**src/rtl/pb_pkg.sv**
```systemverilog
package pb_pkg;
   localparam int IRQ_STAT_OFS = 0;
   localparam int RST_CTL_OFS  = 1;
   localparam int ABORT_BIT    = 0;
   localparam int REASON_BIT   = 0;
   localparam int SOFT_BIT     = 1;
endpackage

```
**src/rtl/pb_debounce.sv**
```systemverilog
module pb_debounce #(
   parameter int SYNC_STAGES = 2,
   parameter int DEBOUNCE_MS = 20,
   parameter bit ACTIVE_LOW  = 1'b1
) (
   input  logic clk,
   input  logic rst_n,
   input  logic tick,
   input  logic btn_raw,
   output logic pressed
);
   localparam int CW = $clog2(DEBOUNCE_MS + 1);
   localparam logic IDLE_LVL = ACTIVE_LOW;

   logic [SYNC_STAGES-1:0] sy;
   logic                   raw_press;
   logic [CW-1:0]          cnt;

   always_ff @(posedge clk or negedge rst_n) begin
      if (!rst_n) sy <= {SYNC_STAGES{IDLE_LVL}};
      else        sy <= {sy[SYNC_STAGES-2:0], btn_raw};
   end

   generate
      if (ACTIVE_LOW) begin : g_low
         assign raw_press = ~sy[SYNC_STAGES-1];
      end else begin : g_high
         assign raw_press = sy[SYNC_STAGES-1];
      end
   endgenerate

   always_ff @(posedge clk or negedge rst_n) begin
      if (!rst_n) begin
         pressed <= 1'b0;
         cnt     <= '0;
      end else if (raw_press == pressed) begin
         cnt <= '0;
      end else if (tick) begin
         if (cnt == CW'(DEBOUNCE_MS - 1)) begin
            pressed <= raw_press;
            cnt     <= '0;
         end else begin
            cnt <= cnt + 1'b1;
         end
      end
   end

   // the filtered level only moves on a millisecond strobe
   a_r2_level_on_tick: assert property (@(posedge clk) disable iff (!rst_n)
      !$stable(pressed) |-> $past(tick));
endmodule

```
**src/rtl/pb_press_timer.sv**
```systemverilog
module pb_press_timer #(
   parameter int LONG_MS = 3000
) (
   input  logic clk,
   input  logic rst_n,
   input  logic tick,
   input  logic pressed,
   output logic abort_evt,
   output logic long_evt
);
   localparam int CW = $clog2(LONG_MS + 1);

   logic          prev;
   logic          long_seen;
   logic [CW-1:0] cnt;

   assign long_evt  = pressed & tick & ~long_seen & (cnt == CW'(LONG_MS - 1));
   assign abort_evt = prev & ~pressed & ~long_seen;

   always_ff @(posedge clk or negedge rst_n) begin
      if (!rst_n) begin
         prev      <= 1'b0;
         long_seen <= 1'b0;
         cnt       <= '0;
      end else begin
         prev <= pressed;
         if (!pressed) begin
            long_seen <= 1'b0;
            cnt       <= '0;
         end else if (tick && !long_seen) begin
            if (cnt == CW'(LONG_MS - 1)) long_seen <= 1'b1;
            else                         cnt <= cnt + 1'b1;
         end
      end
   end

   // an abort only ever follows the end of a debounced press
   a_r3_abort_on_release: assert property (@(posedge clk) disable iff (!rst_n)
      abort_evt |-> ($past(pressed) && !pressed));
   // a long press is still held in the cycle after it is recognised
   a_r4_long_while_held: assert property (@(posedge clk) disable iff (!rst_n)
      long_evt |=> !abort_evt);
endmodule

```
**src/rtl/pb_pulse.sv**
```systemverilog
module pb_pulse #(
   parameter int PULSE_MS = 1
) (
   input  logic clk,
   input  logic rst_n,
   input  logic tick,
   input  logic trig,
   output logic req
);
   localparam int CW = $clog2(PULSE_MS + 1);

   logic [CW-1:0] cnt;

   always_ff @(posedge clk or negedge rst_n) begin
      if (!rst_n) begin
         req <= 1'b0;
         cnt <= '0;
      end else if (!req) begin
         if (trig) begin
            req <= 1'b1;
            cnt <= '0;
         end
      end else if (tick) begin
         if (cnt == CW'(PULSE_MS - 1)) req <= 1'b0;
         else                          cnt <= cnt + 1'b1;
      end
   end

   // the request only ends on a strobe
   a_r5_end_on_tick: assert property (@(posedge clk) disable iff (!rst_n)
      $fell(req) |-> $past(tick));
endmodule

```
**src/rtl/panel_button_ctrl.sv**
```systemverilog
module panel_button_ctrl
   import pb_pkg::*;
#(
   parameter int SYNC_STAGES = 2,
   parameter int DEBOUNCE_MS = 20,
   parameter int LONG_MS     = 3000,
   parameter int PULSE_MS    = 1,
   parameter int N_TMR       = 3,
   parameter int ADDR_W      = 2,
   parameter int DATA_W      = 8
) (
   input  logic              clk,
   input  logic              rst_n,
   input  logic              btn_n,
   input  logic              ms_tick,
   input  logic [ADDR_W-1:0] reg_addr,
   input  logic              reg_wr,
   input  logic [DATA_W-1:0] reg_wdata,
   output logic [DATA_W-1:0] reg_rdata,
   input  logic [N_TMR-1:0]  timer_irq,
   output logic              irq_out,
   output logic              rst_req
);
   generate
      if (SYNC_STAGES < 2 || DEBOUNCE_MS < 1 || LONG_MS <= DEBOUNCE_MS ||
          PULSE_MS < 1 || N_TMR + 1 > DATA_W || DATA_W < 2 || ADDR_W < 1) begin : g_bad_cfg
         $error("panel_button_ctrl: unsupported parameter set");
      end
   endgenerate

   logic              pressed;
   logic              abort_evt;
   logic              long_evt;
   logic              abort_flag;
   logic              reason_flag;
   logic              sel_irq;
   logic              sel_rst;
   logic              soft_wr;
   logic [N_TMR:0]    stat;
   logic              unused_wdata;

   assign sel_irq      = reg_addr == ADDR_W'(IRQ_STAT_OFS);
   assign sel_rst      = reg_addr == ADDR_W'(RST_CTL_OFS);
   assign soft_wr      = reg_wr & sel_rst & reg_wdata[SOFT_BIT];
   assign unused_wdata = ^reg_wdata;

   pb_debounce #(
      .SYNC_STAGES(SYNC_STAGES), .DEBOUNCE_MS(DEBOUNCE_MS), .ACTIVE_LOW(1'b1)
   ) u_deb (
      .clk(clk), .rst_n(rst_n), .tick(ms_tick), .btn_raw(btn_n), .pressed(pressed)
   );

   pb_press_timer #(.LONG_MS(LONG_MS)) u_tmr (
      .clk(clk), .rst_n(rst_n), .tick(ms_tick), .pressed(pressed),
      .abort_evt(abort_evt), .long_evt(long_evt)
   );

   pb_pulse #(.PULSE_MS(PULSE_MS)) u_pulse (
      .clk(clk), .rst_n(rst_n), .tick(ms_tick), .trig(long_evt | soft_wr),
      .req(rst_req)
   );

   always_ff @(posedge clk or negedge rst_n) begin
      if (!rst_n) begin
         abort_flag  <= 1'b0;
         reason_flag <= 1'b0;
      end else begin
         if (abort_evt)                                       abort_flag <= 1'b1;
         else if (reg_wr && sel_irq && reg_wdata[ABORT_BIT])  abort_flag <= 1'b0;
         if (long_evt || soft_wr)                             reason_flag <= 1'b1;
         else if (reg_wr && sel_rst && reg_wdata[REASON_BIT]) reason_flag <= 1'b0;
      end
   end

   generate
      for (genvar i = 0; i < N_TMR; i++) begin : g_tmr_bit
         assign stat[i+1] = timer_irq[i];
      end
   endgenerate
   assign stat[0] = abort_flag;
   assign irq_out = |stat;

   always_comb begin
      reg_rdata = '0;
      if (sel_irq)      reg_rdata[N_TMR:0]    = stat;
      else if (sel_rst) reg_rdata[REASON_BIT] = reason_flag;
   end

   // a long press requests reset and records the reason
   a_r4_long_sets_reason: assert property (@(posedge clk) disable iff (!rst_n)
      long_evt |=> (rst_req && reason_flag));
   // write-one clears the abort flag unless a new abort arrives
   a_r6_w1c_abort: assert property (@(posedge clk) disable iff (!rst_n)
      (reg_wr && sel_irq && reg_wdata[ABORT_BIT] && !abort_evt) |=> !abort_flag);
   // an abort event shows on the interrupt line next cycle
   a_r8_abort_irq: assert property (@(posedge clk) disable iff (!rst_n)
      abort_evt |=> irq_out);
   // a soft reset write records the reason
   a_r9_soft_reason: assert property (@(posedge clk) disable iff (!rst_n)
      soft_wr |=> (reason_flag && rst_req));
   // the reason flag is held unless cleared by a write of one
   a_r10_reason_sticky: assert property (@(posedge clk) disable iff (!rst_n)
      (reason_flag && !(reg_wr && sel_rst && reg_wdata[REASON_BIT])) |=> reason_flag);
endmodule

```
**config.mk**
```make
export PLATFORM = sky130hd
export DESIGN_NAME = panel_button_ctrl
export DESIGN_NICKNAME = d
export VERILOG_FILES = /design/src/rtl/pb_pkg.sv /design/src/rtl/pb_debounce.sv /design/src/rtl/pb_press_timer.sv /design/src/rtl/pb_pulse.sv /design/src/rtl/panel_button_ctrl.sv
export SDC_FILE = /design/constraint.sdc
export NUM_CORES = 1
export LEC_CHECK = 0
export BUFFER_PORTS_ARGS = -buffer_cell sky130_fd_sc_hd__buf_2
export CAP_MARGIN = 10
export CORE_UTILIZATION = 45
export DETAILED_ROUTE_END_ITERATION = 12
export HOLD_SLACK_MARGIN = 0.08
export PLACE_DENSITY_LB_ADDON = 0.2
export SLEW_MARGIN = 20
export SYNTH_ARGS = -nofsm -noshare
export SYNTH_HDL_FRONTEND = slang
export SYNTH_SLANG_ARGS = --single-unit
```
**constraint.sdc**
```tcl
create_clock -name clk -period 1.9 [get_ports clk]
set_input_delay 0.475 -clock clk [delete_from_list [all_inputs] [get_ports clk]]
set_output_delay 0.475 -clock clk [all_outputs]
set_load 0.1 [all_outputs]
```
==> impl_metrics.ini, run 1 <==
[sta]
tns_ns = 0
period_share_pct = 95.59
tightest_slew_ns = 0.5391
setup_viol = 0
skew_ns = 0.003568
hold_slack_ns = 0.1174
period_minus_slack_ns = 1.816
rsz0062_at_grt = no
final-max-slew-violation-count = 0
relSlewSlack_pct = 64.06
hold_viol_final = 0
max_freq_ghz = 0.5506

[synth]
synth_area_leaders = dfrtp_1 (43%), xnor2_1 (5.2%), and2_1 (4.6%)
avgSynthCellArea_um2 = 10.44
synth_top_cell_by_area = dfrtp_1
synth_top_area_share_pct = 42.75
synth_edf_count = 0
netlist_instances = 129
synth-seq-cells = 25
synth_cell_type_count = 42
synth_seq_area_share_pct = 46.65
ys.flop_type = dfrtp_1
ys_warn_count = 0
ys_async_sr_fraction_pct = 100.0
synth_area_um2 = 1346

[critical_path]
r2r_cells = 5
critPathSlowestCell = or4_4
cp.required_ns = 1.42
worst-path-buf-inv = 1
slowest_delay_ns = 0.44
endpoint_kind = output pin
critPathMaxFanout = 2
path_depth = 2
cp_cell_sequence = or4_4 -> buf_12
start_kind = flip-flop
crit_arrival_ns = 1.34
critPathKind = flip-flop to output pin
critPathTopFamily = simple AND/OR/NAND/NOR gates

[pwr]
leakage_nw = 0.7260
power_density_nw_per_um2 = 680.8
vdd_ir_drop_max_mv = 0.3494

[placement]
place.gp.congestion = 0.8331
place_inst = 175
dp_hpwl_mm = 1.706
portBuffers = 17

[floorplan]
ioPinCount = 28
die_x_um = 56.70
fp-row-count = 19
coreArea_um2 = 2805
die_h_um = 56.70
dieArea_um2 = 3214
start_util_pct = 47.99

[clock_network]
cts_root_buffer = clkbuf_4
h-tree-depth = 1
clkSinkCount = 25
cts_made_buffers = 3
path_clk_slew_ns = 0.13
clock_latency_ns = 0.31
cts_tree = done
clock_path_buffers = 2

[route]
num_vias = 981
vias_per_cell = 5.450
drt-initial-drc-count = 31
drt-total-wl_mm = 2.340
post-route-drc-count = 12
wl_per_cell_um = 13.00
dr.pass1.iters = 8
drtAntennaViolNets = 0

[final_layout]
drive_gt1_share_pct = 23.49
finalNetCount = 170
seqCellArea_um2 = 628.1
multiInputGateArea_um2 = 671.9
fillers = 258
synthToLayoutAreaGrowth_pct = 15.52
final_core_util_pct = 55.44
finalNonFillerCells = 180
antennaDiodeCount = 0

[global_routing]
grt_usage_pct = 17.15
grt.overflow.total = 0
grt_start_max_net_pins = 26
grt_pass1_wl_mm = 4.250
grt_pass1_vias = 1004
antenna_found_initial = 0

[status]
status = finished with violations
violations = design-rule violations

[flow_run]
drv_cap = 0

[worst_hold_path]
min_path_type = input pin to async pin
[path summary, 6_finish.rpt]
kind	from	endpoint	slack [ns]
hold reg to reg	u_deb.sy[0]$_DFF_PN1_	u_deb.sy[1]$_DFF_PN1_	0.36
setup reg to reg	u_tmr.cnt[0]$_DFFE_PN0P_	u_tmr.cnt[8]$_DFFE_PN0P_	0.22
hold / removal	rst_n	u_tmr.cnt[8]$_DFFE_PN0P_	0.12
min in group clk	btn_n	u_deb.sy[0]$_DFF_PN1_	0.24
max in group asynchronous	rst_n	u_deb.sy[0]$_DFF_PN1_	1.41
setup / recovery	abort_flag$_DFFE_PN0P_	irq_out	0.08
[cells in the final DEF, fill, tap and decap left out, types with 2 or more instances in the layout]
cell,count
xor2_1,3
nand4b_1,2
and2_1,10
nor2b_1,4
dfstp_2,2
buf_12,5
nand3_1,4
buf_4,3
clkbuf_4,3
xnor2_1,8
mux2i_1,2
nor2_1,8
a21oi_1,4
a31oi_1,2
nand2_1,13
or4_4,3
dfrtp_1,23
nand4_1,4
o211ai_1,2
conb_1,4
nor3_1,3
buf_2,12
inv_1,2
ha_1,2
o21ai_0,2
[state kept, by name, indices dropped and copies added, names as in the netlist]
name	flops
u_tmr.prev	1
u_tmr.long_seen	1
u_deb.pressed	1
abort_flag	1
u_pulse.req	1
u_tmr.cnt	12
u_deb.sy	2
u_deb.cnt	5
reason_flag	1
[repair_timing]
item	4_1_cts	5_1_grt
setup endpoints to repair	1	1
hold buffers	0	0
setup buffers	1	0
pin swaps	0	1
resized for setup	3	1
[layer usage]
| metal | track usage, % | vias up | routed length, um |
|---|---|---|---|
| met1 | 20.97 | 465 | 1171 |
| met5 | 0 | - | 0 |
| met3 | 2.074 | 5 | 93 |
| li1 | - | 488 | - |
| met4 | 9.643 | 0 | 53 |
| met2 | 29.08 | 23 | 1022 |
[power by group]
group / total, W / switching, W / internal [W]
logic: 0.000256 / 0.000199 / 0.0000562
registers: 0.000568 / 0.0000138 / 0.000554
clock network: 0.000235 / 0.000153 / 0.0000821
total: 0.00106 / 0.000367 / 0.000692
[logic make-up (layout without fill, tap and decap cells)]
logic type	Yosys count	after routing	synth area share, %
fa+ha+maj	2	2	1.858
flops	25	25	46.65
mux	2	2	1.487
compound gates	15	15	7.250
other cells	1	4	0.2785
buf+inv	9	26	4.740
simple gates	64	64	30.58
xor+xnor	11	11	7.157
[cell usage after synthesis, types with 3 or more instances]
library cell  instances
xnor2_1               8
nand4_1               4
dfrtp_1              23
and2_1               10
nand2_1              13
a21oi_1               4
nor2b_1               4
nand3_1               4
buf_4                 4
nor3_1                3
nor2_1                9
xor2_1                3
[final cells by class]
class,instances,area share [%]
multi-input cells,98,43.20
flip-flops and latches,25,40.39
repair buffers,20,11.75
well taps,31,2.494
clock buffers,4,1.689
inverters,2,0.4827
[metrics by stage]
stage / worst slack, ns / total power (W) / area (um2)
global placement: 0.03848 / 0.0008278 / 1506
CTS: 0.002227 / 0.001075 / 1550
finish: 0.08379 / 0.001059 / 1555
detailed placement: 0.03063 / 0.0008318 / 1506
floorplan: 0.03194 / 0.0007728 / 1364
global route: 0.04182 / 0.001113 / 1555
(Power assumes the default switching activity.)
==> run 2, diff against run 1 <==
--- a/config.mk
+++ b/config.mk
@@ -6,7 +6,6 @@
 export NUM_CORES = 1
 export LEC_CHECK = 0
 export BUFFER_PORTS_ARGS = -buffer_cell sky130_fd_sc_hd__buf_2
-export CAP_MARGIN = 10
 export CORE_UTILIZATION = 45
 export DETAILED_ROUTE_END_ITERATION = 12
 export HOLD_SLACK_MARGIN = 0.08
==> constraint.sdc (replaced) <==
create_clock -name clk -period 1.5 [get_ports clk]
set_input_delay 0.375 -clock clk [delete_from_list [all_inputs] [get_ports clk]]
set_output_delay 0.375 -clock clk [all_outputs]
set_load 0.1 [all_outputs]
==> run 2 against run 1 <==
- the flow finishes with violations (design-rule violations, negative setup slack)
- setup slack worse by 0.30 ns
- global-route usage down 0.27 points
- first-iteration DRC count up 87%
- combinational power up 35%
- power up 29%
- sequential cell count unchanged
- critical endpoint unchanged
- largest power group unchanged
==> impl_metrics.ini, run 2 (synthesis results as in run 1) <==
[critical_path]
endpoint_kind = output pin
reg2reg_from = u_tmr.cnt[6]$_DFFE_PN0P_
cp_cell_sequence = or4_4 -> buf_12
critPathSlowestCell = or4_4
cp.required_ns = 1.12
critPathMaxFanout = 2
worst-path-buf-inv = 1
crit_arrival_ns = 1.34
slowest_delay_ns = 0.43
critPathKind = flip-flop to output pin
start_kind = flip-flop
startpoint = abort_flag$_DFFE_PN0P_
critPathTopFamily = simple AND/OR/NAND/NOR gates

[sta]
skew_ns = 0.007677
final-max-slew-violation-count = 0
period_share_pct = 114.3
tightest_slew_ns = 0.5563
relSlewSlack_pct = 62.91
setup_viol = 8
setup_ws_ns = -0.2152
max_freq_ghz = 0.5830
hold_viol_final = 0
period_minus_slack_ns = 1.715
hold_slack_ns = 0.1359
rsz0062_at_grt = yes

[floorplan]
ioPinCount = 28
die_h_um = 56.70
start_util_pct = 47.99
dieArea_um2 = 3214
coreArea_um2 = 2805
die_x_um = 56.70
fp-row-count = 19

[final_layout]
largest_registers = u_tmr.cnt x12, u_deb.cnt x5, u_deb.sy x2
finalNetCount = 185
synthToLayoutAreaGrowth_pct = 27.32
final_cell_mix = dfrtp_1 (21), buf_4 (15), buf_2 (11), nand2_1 (10)
fillers = 238
drive_gt1_share_pct = 37.80
multiInputGateArea_um2 = 698.2
final_common_cell = dfrtp_1
top_register = u_tmr.cnt
seqCellArea_um2 = 630.6
largest_reg_flops = 12
antennaDiodeCount = 0
final_core_util_pct = 61.11
final_cell_area_um2 = 1714
finalNonFillerCells = 195

[global_routing]
antenna_found_initial = 0
grt_pass1_wl_mm = 4.236
grt_start_max_net_pins = 26
grt_pass1_vias = 982
grt.overflow.total = 0
grt_usage_pct = 16.88

[route]
num_vias = 1047
drtAntennaViolNets = 0
wl_per_cell_um = 12.71
post-route-drc-count = 12
vias_per_cell = 5.369
drt-initial-drc-count = 58
dr.pass1.iters = 8
drt-total-wl_mm = 2.478

[status]
status = finished with violations
violations = design-rule violations, negative setup slack

[placement]
dp_hpwl_mm = 1.821
place_inst = 186
place_area_um2 = 1595
portBuffers = 17
place.gp.congestion = 0.8202

[pwr]
leakage_nw = 0.8094
vdd_ir_drop_max_mv = 0.4895
p_switching_w = 0.0004771
power_density_nw_per_um2 = 797.0
p_int_w = 0.0008890
netSwitchingFraction_pct = 34.92
sequentialPowerShare_pct = 52.9
combPwrFrac_pct = 25.3
clock_power_share_pct = 21.8

[worst_hold_path]
min-delay-start = btn_n
min_path_type = input pin to flip-flop

[clock_network]
clock_path_buffers = 2
cts_made_buffers = 3
clkSinkCount = 25
clock_latency_ns = 0.31
h-tree-depth = 1
cts_root_buffer = clkbuf_4
path_clk_slew_ns = 0.14
cts_tree = done

[flow_run]
drv_cap = 0
[run 2: layout make-up]
type                    count  share of cell area (%)
clock inverters             1                  0.2920
inverters                   2                  0.4380
well taps                  31                   2.263
repair buffers             35                   18.18
flip-flops and latches     25                   36.79
multi-input cells          98                   40.73
clock buffers               3                   1.314
[run 2: per-stage QoR]
step                      setup TNS [ns]  worst slack (ns)  total power [W]
after floorplan                  -0.2096           -0.1481        0.0009798
after global placement           -0.2836           -0.1626         0.001051
after detailed placement         -0.2840           -0.1717         0.001059
after CTS                        -0.4734           -0.2292         0.001369
after global routing              -1.578           -0.2687         0.001426
final                            -0.8869           -0.2152         0.001366
[run 2: routing by layer]
metal,track usage (%),vias up,routed length [um]
met4,5.357,0,27
met2,27.72,22,1162
met1,22.75,504,1197
li1,-,517,-
met5,0,-,0
met3,2.765,4,91
[run 2: what timing repair did]
action | CTS | global route
pin swaps | 5 | 7
hold buffers | 1 | 0
setup buffers | 1 | 3
endpoints found under the setup margin | 7 | 12
gates resized for setup | 6 | 11
endpoints found under the hold margin | 23 | 0
gates cloned | 0 | 0
[run 2: worst paths after layout]
check / endpoint / slack, ns / cells after the start
worst max-delay path: irq_out / -0.22 / 2
worst min-delay path: u_deb.sy[0]$_DFF_PN1_ / 0.14 / 1
worst max register to register: u_tmr.cnt[3]$_DFFE_PN0P_ / -0.14 / 5
worst min register to register: u_deb.sy[1]$_DFF_PN1_ / 0.37 / 0
max in group asynchronous: u_tmr.cnt[6]$_DFFE_PN0P_ / 0.53 / 2
min in group asynchronous: u_tmr.cnt[0]$_DFFE_PN0P_ / 0.56 / 2
[run 2: power by group through the flow]
stage / combinational [W] / clock [W] / sequential [W]
final: 0.000346 / 0.000298 / 0.000722
after global routing: 0.000363 / 0.000338 / 0.000725
after CTS: 0.000340 / 0.000308 / 0.000721
after detailed placement: 0.000326 / 0 / 0.000733
after global placement: 0.000320 / 0 / 0.000731
after floorplan: 0.000150 / 0 / 0.000830
==> run 3, diff against run 2 <==
--- a/config.mk
+++ b/config.mk
@@ -6,10 +6,13 @@
 export NUM_CORES = 1
 export LEC_CHECK = 0
 export BUFFER_PORTS_ARGS = -buffer_cell sky130_fd_sc_hd__buf_2
+export CAP_MARGIN = 20
 export CORE_UTILIZATION = 45
+export CTS_CLUSTER_SIZE = 20
 export DETAILED_ROUTE_END_ITERATION = 12
 export HOLD_SLACK_MARGIN = 0.08
 export PLACE_DENSITY_LB_ADDON = 0.2
+export SKIP_LAST_GASP = 1
 export SLEW_MARGIN = 20
 export SYNTH_ARGS = -nofsm -noshare
 export SYNTH_HDL_FRONTEND = slang
==> run 3 against run 2 <==
- the flow still finishes with violations (design-rule violations, negative setup slack)
- power shrank 0.19%
- sequential share of layout area up 0.16 points
- via count is 1.5% lower
- non-clock buffer count is the same
- wire length unchanged
- combinational power is essentially flat
- critical path type unchanged
- first-iteration DRC count is 5.2% higher
- critical path depth stayed put
- clock skew hardly changed
- die area unchanged
==> impl_metrics.ini, run 3 (synthesis results as in run 1) <==
[sta]
period_minus_slack_ns = 1.713
setup_viol = 8
rsz0062_at_grt = yes
max_freq_ghz = 0.5838
skew_ns = 0.007673
hold_slack_ns = 0.1380
relSlewSlack_pct = 62.96
period_share_pct = 114.2
tightest_slew_ns = 0.5555
final-max-slew-violation-count = 0
hold_viol_final = 0
setup_ws_ns = -0.2130

[clock_network]
cts_tree = done
path_clk_slew_ns = 0.14
clkSinkCount = 25
clock_path_buffers = 2
cts_made_buffers = 3
h-tree-depth = 1
clock_latency_ns = 0.31
cts_root_buffer = clkbuf_4

[pwr]
leakage_nw = 0.8083
power_density_nw_per_um2 = 798.9
finalPower_w = 0.001363
vdd_ir_drop_max_mv = 0.4867

[global_routing]
antenna_found_initial = 0
grt_pass1_wl_mm = 4.236
grt_start_max_net_pins = 26
grt_usage_pct = 16.88
grt_pass1_vias = 982
grt.overflow.total = 0

[critical_path]
worst-path-buf-inv = 1
reg2reg_from = u_tmr.cnt[6]$_DFFE_PN0P_
crit_arrival_ns = 1.34
startpoint = abort_flag$_DFFE_PN0P_
critPathMaxFanout = 2
critPathKind = flip-flop to output pin
cp.required_ns = 1.12
worst-r2r-setup-slack_ns = -0.14
slowest_delay_ns = 0.43
cp_cell_sequence = or4_4 -> buf_12
critPathTopFamily = simple AND/OR/NAND/NOR gates
start_kind = flip-flop
endpoint_kind = output pin
critPathSlowestCell = or4_4

[route]
dr.pass1.iters = 8
drt-initial-drc-count = 61
drtAntennaViolNets = 0
vias_per_cell = 5.287
drt-total-wl_mm = 2.478
post-route-drc-count = 12
wl_per_cell_um = 12.71
num_vias = 1031

[floorplan]
die_x_um = 56.70
die_h_um = 56.70
dieArea_um2 = 3214
ioPinCount = 28
coreArea_um2 = 2805
start_util_pct = 47.99
fp-row-count = 19

[final_layout]
final_cell_area_um2 = 1707
finalNetCount = 185
synthToLayoutAreaGrowth_pct = 26.77
final_common_cell = dfrtp_1
drive_gt1_share_pct = 37.80
top_register = u_tmr.cnt
final_cell_mix = dfrtp_1 (21), buf_4 (17), buf_2 (11), nand2_1 (10)
antennaDiodeCount = 0
largest_registers = u_tmr.cnt x12, u_deb.cnt x5, u_deb.sy x2
largest_reg_flops = 12

[worst_hold_path]
min_path_type = input pin to flip-flop
min-delay-start = btn_n

[flow_run]
drv_cap = 0

[placement]
dp_hpwl_mm = 1.821
portBuffers = 17
place.gp.congestion = 0.8202
dpl_worst_slack_ns = -0.1717
place_area_um2 = 1595

[status]
violations = design-rule violations, negative setup slack
status = finished with violations
[run 3: worst reg2reg max path: stages, from the launching register on]
cell and delay (ns):
dfrtp_2 0.44, or3b_4 0.39, nor4_4 0.38, buf_4 0.19
or3_1 0.10, a21boi_1 0.05
[run 3: worst paths after layout]
kind / to / depth (start not counted)
worst max-delay path: irq_out / 2
worst min-delay path: u_deb.sy[0]$_DFF_PN1_ / 1
worst max register to register: u_tmr.cnt[3]$_DFFE_PN0P_ / 5
worst min register to register: u_deb.sy[1]$_DFF_PN1_ / 0
max in group asynchronous: u_tmr.cnt[6]$_DFFE_PN0P_ / 2
min in group asynchronous: u_tmr.cnt[0]$_DFFE_PN0P_ / 2
[run 3: layout make-up]
type,count,area (um2)
fill,242,1099
timing repair buffer,35,304.0
clock inverter,1,5.005
tap,31,38.79
sequential,25,630.6
inverter,2,7.507
clock buffer,3,22.52
multi-input combinational,98,698.2
[run 3: per-stage QoR]
stage	utilization, %	setup TNS (ns)	cells
after floorplan	-	-0.2096	132
after global placement	56.87	-0.2836	186
after detailed placement	56.87	-0.2840	186
after CTS	59.19	-0.4734	192
after global routing	60.84	-1.671	195
final	60.84	-0.8815	195
[run 3: power breakdown]
part / internal [W] / switching, W
clock: 0.0000996 / 0.000196
combinational: 0.0000877 / 0.000258
sequential: 0.000702 / 0.0000205
[run 3: repair_timing]
action,CTS,global route
endpoints found under the setup margin,7,12
pin swaps,5,5
hold endpoints to repair,23,0
buffers inserted,1,3
hold buffers,1,0
gates resized for setup,6,9
[run 3: routing by layer]
metal | wire length (um) | up-vias | GRT usage, %
li1 | - | 517 | -
met1 | 1197 | 490 | 22.75
met2 | 1170 | 22 | 27.72
met3 | 93 | 2 | 2.765
met4 | 17 | 0 | 5.357
met5 | 0 | - | 0
